--- config.mk ---
export PLATFORM = sky130hd
export DESIGN_NAME = cond_bus_scrambler
export DESIGN_NICKNAME = d
export VERILOG_FILES = /design/src/rtl/cond_bus_scrambler.sv
export SDC_FILE = /design/constraint.sdc
export NUM_CORES = 1
export LEC_CHECK = 0
export BUFFER_PORTS_ARGS = -buffer_cell sky130_fd_sc_hd__clkbuf_2
export CAP_MARGIN = 25
export CORE_ASPECT_RATIO = 1.2
export CORE_MARGIN = 3
export CORE_UTILIZATION = 40
export DETAILED_ROUTE_END_ITERATION = 6
export HOLD_SLACK_MARGIN = 0.08
export PLACE_DENSITY = 0.67
export SLEW_MARGIN = 0
export SYNTH_ARGS = -nofsm -noshare
export SYNTH_HDL_FRONTEND = slang
export SYNTH_SLANG_ARGS = --single-unit
--- constraint.sdc ---
create_clock -name clk -period 1.4 [get_ports clk]
set_input_delay 0.14 -clock clk [delete_from_list [all_inputs] [get_ports clk]]
set_output_delay 0.14 -clock clk [all_outputs]
set_load 0.01 [all_outputs]
--- src/rtl/cond_bus_scrambler.sv ---
module cond_bus_scrambler #(
  parameter int          W     = 32,
  parameter logic [W-1:0] TAPS = 32'h8020_0003,
  parameter logic [W-1:0] SEED = 32'hACE1_2468
) (
  input  logic         clk,
  input  logic         rst,
  input  logic         tx_valid,
  input  logic         tx_scramble,
  input  logic [W-1:0] tx_data,
  output logic         bus_valid,
  output logic         bus_flag,
  output logic [W-1:0] bus_data,
  input  logic         rx_in_valid,
  input  logic         rx_in_flag,
  input  logic [W-1:0] rx_in_data,
  output logic         rx_valid,
  output logic [W-1:0] rx_data
);

  logic [W-1:0] tx_lfsr, rx_lfsr;
  logic [W-1:0] tx_next, rx_next;
  logic [W-1:0] tx_mask, rx_mask;

  assign tx_next = {tx_lfsr[W-2:0], ^(tx_lfsr & TAPS)};
  assign rx_next = {rx_lfsr[W-2:0], ^(rx_lfsr & TAPS)};

  assign tx_mask = tx_scramble ? tx_lfsr : '0;
  assign rx_mask = rx_in_flag  ? rx_lfsr : '0;

  always_ff @(posedge clk) begin
    if (rst) begin
      tx_lfsr   <= SEED;
      bus_valid <= 1'b0;
      bus_flag  <= 1'b0;
      bus_data  <= '0;
    end else begin
      bus_valid <= tx_valid;
      if (tx_valid) begin
        tx_lfsr  <= tx_next;
        bus_flag <= tx_scramble;
        bus_data <= tx_data ^ tx_mask;
      end
    end
  end

  always_ff @(posedge clk) begin
    if (rst) begin
      rx_lfsr  <= SEED;
      rx_valid <= 1'b0;
      rx_data  <= '0;
    end else begin
      rx_valid <= rx_in_valid;
      if (rx_in_valid) begin
        rx_lfsr <= rx_next;
        rx_data <= rx_in_data ^ rx_mask;
      end
    end
  end

endmodule

# After elaboration in Yosys (flattened, before gate mapping)
# Cells that the tools add are included.
# word_totals
regBits,131
latchBits,0
ram_bits,0
romBits,0
in_bits,70
output_inout_bits,67
elab_cells,13
mem_count,0
# op_classes
addsub,0
multipliers,0
div,0
n_lt_le_gt_ge,0
n_eq_ne,0
shifts,0
n_mux,2
bitwise,2
n_reduce_logical,2
# ops
operator,count
$mux W32,2
$reduce_xor A32 Y1,2
$xor A32 B32 Y32,2

# Logic depth before layout (Yosys ltp)
# logic_depth
ltp_word,2
depth_mapped,5
depth_no_buf,3

# Worst setup path before layout
# OpenSTA, ideal clock, no wires.
# synth_timing
path_type,flip-flop to flip-flop
start,register rx_lfsr[31]
end,register rx_lfsr[0]
t_arrival_ns,0.951
required_time_ns,1.284
path_slack_ns,0.333
stages_incl_launch_ff,3
path_buffers,0
period_less_slack_ns,1.067
path_cell_list,dfxtp_1 xor3_1 a31o_2
# synth_via
elab_chain_len,1
# synth_lines
element,line,source
"start, declared",21,"logic [W-1:0] tx_lfsr, rx_lfsr;"
"start signal, assigned",55,rx_lfsr <= rx_next;
$reduce_xor A32 Y1,26,"assign rx_next = {rx_lfsr[W-2:0], ^(rx_lfsr & TAPS)};"
# Every way passes these cells.
# A chain may end at the register's enable or synchronous reset.

# Worst setup path after layout
# Ends and elaborated chain as after synthesis.

==> flow_metrics.tcl <==
set metrics [dict create \
    grt_setup_unrepaired "no" \
    p_per_area_mw_per_mm2 1304 \
    dpl.hpwl_um 7815 \
    grt_overflow_total 0 \
    slew-limit-headroom 0.7521 \
    max_slew.worst_pin.slew_ns 0.3718 \
    postSynthNetCount 641 \
    worst_supply_voltage_drop_on_vdd_mv 0.7600 \
    finish.net_count 819 \
    chipWidth_um 112.0 \
    port_buffers 136 \
    cell_at_the_root_of_the_clock_tree "clkbuf_16" \
    post_drt_wl_per_cell_um 13.05 \
    finalWirelength_um 12080 \
    final_common_cell "clkbuf_2" \
    clock_slew_at_reported_path_ffs_ns 0.06 \
    post_detailed_route_count_of_antenna_violating_nets 0 \
    register_to_register_setup_slack_ns 0.28 \
    setup.worst_path.class "flip-flop to flip-flop" \
    floorplan.initialDensity 0.4168 \
    cts_repair_resize_count 0 \
    cts.htree.levels 4 \
    first_global_vias 4360 \
    finalSetupTns_ns 0 \
    areaGrowthSynthToFinish_pct 35.98 \
    timing.final.crit_share 0.8026 \
    period_needed_ns 1.124 \
    max-clock-path-buffers 2 \
    syn-mean-instance-area_um2 9.453 \
    post_layout_instance_area_mm2 0.007340 \
    synthesis.yosys.warnings 0 \
    dpl_cell_area_mm2 0.006237 \
    number_of_antenna_violations_at_the_first_check_in_global_routing 0 \
    primary_flip_flop_cell_chosen_by_synthesis_mapping "dfxtp_1" \
    gr-usage-all-layers 0.1622 \
    power.static_leakage_uw 0.003267 \
    ios 137 \
    cts_tree "done" \
    drv_cap 0 \
    rows 45 \
    grt_pass1_wl_um 20020 \
    diodes 0 \
    synth-edff-count 0 \
    netlist_area_mm2 0.005398 \
    dieArea_mm2 0.01493 \
    synthDistinctLibCells 17 \
    critical_path_arrival_ns 1.43 \
    routed-via-count 4470 \
    remaining_drc_errors 0 \
    grt_max_degree 58 \
    cp-startpoint "rx_lfsr[31]" \
    worst_setup_path_end_kind "flip-flop" \
    crit_required_ns 1.71 \
    setup_viol 0 \
    critical_path.endpoint "rx_lfsr[0]" \
    chipHeight_um 133.3 \
    detail_route.vias_per_cell 4.827 \
    cts_buf_count 17 \
    r2r-end "rx_lfsr[0]" \
    routability_congestion_estimate 0.7589 \
    final_cell_mix "133 x clkbuf_2, 131 x dfxtp_1, 103 x nor2_1" \
    number_of_pins_exceeding_their_max_slew_limit_in_the_final_report 0 \
    critPathLaunchType "flip-flop" \
    dr.first_iter.drc_count 171 \
    r2r_start "rx_lfsr[31]" \
    max_clock_freq_mhz 890.0 \
    finalHoldViolations 0 \
    timing.hold.worst_path_depth 3 \
    worst_hold_path_type "primary input to flip-flop" \
    ys_seq_area_frac 0.4859 \
    register_bit_total_from_synthesis 131 \
    netlist_instances 571 \
    postSynth.asyncResetShare 0 \
    cts.sinks 131 \
    clk-insertion-delay-late_ns 0.41 \
    logic_depth_of_the_worst_register_to_register_path 3 \
    timing.clock.skew_ns 0.004874 \
    coreArea_mm2 0.01295 \
    run_status "finished clean" \
    drive_gt1_frac 0.2415 \
    first_pass_iters 6 \
    timing.critical_path.fanout_max 3 \
]
==> cell families (layout without fill, tap and decap cells) <==
group	count (synthesis)	in the layout	synth area share
AOI/OAI and AO/OA	94	94	0.1363
xor gates and xnor gates	66	66	0.1127
buffers and inverters	46	237	0.04567
DFF	131	131	0.4859
muxes	37	37	0.06861
and+or+nand+nor	197	197	0.1509
==> synthesized netlist by cell type (3+ instances only) <==
cell | number | area share
nand2_1 | 64 | 0.045
nor2b_1 | 28 | 0.032
buf_1 | 7 | 0.0049
a211oi_1 | 64 | 0.089
nor2_1 | 103 | 0.072
mux2i_1 | 37 | 0.069
buf_2 | 17 | 0.016
xor2_1 | 64 | 0.10
buf_4 | 8 | 0.011
buf_6 | 3 | 0.0063
dfxtp_1 | 131 | 0.49
a211o_1 | 26 | 0.042
clkbuf_1 | 11 | 0.0076
==> flip-flops by register name, summed over array words and instances (netlist names) <==
signal,flops
tx_lfsr,32
bus_flag,1
rx_valid,1
bus_data,32
bus_valid,1
rx_data,32
rx_lfsr,32
==> repair_timing <==
| item | in CTS | in global routing |
|---|---|---|
| setup buffers | 0 | 0 |
| hold buffers | 55 | 0 |
| endpoints found under the hold margin | 55 | 0 |
==> metrics by stage <==
step,power (uW),instances,setup slack [ns],utilization,hold WS [ns]
floorplan,4987,571,0.3328,-,0.3442
global placement,5373,839,0.2831,0.4816,0.4684
detailed placement,5419,839,0.2198,0.4816,0.4783
CTS,9667,926,0.2759,0.5668,0.08310
global route,9978,926,0.2125,0.5668,0.09164
finish,9570,926,0.2764,0.5668,0.08851
==> worst min path at each step <==
stage | startpoint | endpoint | slack (ns)
after global routing | tx_data[3] | bus_data[3] | 0.09
final | tx_data[6] | bus_data[6] | 0.09
after detailed placement | rx_data[31] | rx_data[31] | 0.48
after global placement | rx_lfsr[4] | rx_lfsr[5] | 0.47
after CTS | rx_in_data[15] | rx_data[15] | 0.08
after floorplan | tx_valid | tx_lfsr[31] | 0.34
==> power breakdown <==
part / switching, uW / internal (uW)
Sequential: 180 / 4010
Clock: 1640 / 2470
Combinational: 621 / 648
Total: 2440 / 7130
==> layer usage <==
metal,track usage,share of wire,wire [um]
met4,0.07415,0.024,295
met5,0,0,0
met2,0.2853,0.50,6076
met3,0.04634,0.050,609
met1,0.1808,0.42,5102
==> critical path, stage by stage, from the launching register on <==
cell and delay [ns]:
dfxtp_1 0.32, xor3_1 0.40, a21oi_1 0.08, a31o_2 0.23
==> area by class of cell <==
class                           count  area [um2]
Tap cell                          164       205.2
Clock inverter                     14       112.6
Clock buffer                       18       439.2
Multi-Input combinational cell    394        2529
Sequential cell                   131        2623
Fill cell                        1145        5610
Timing Repair Buffer              205        1431
Power figures use the tool's default switching activity.
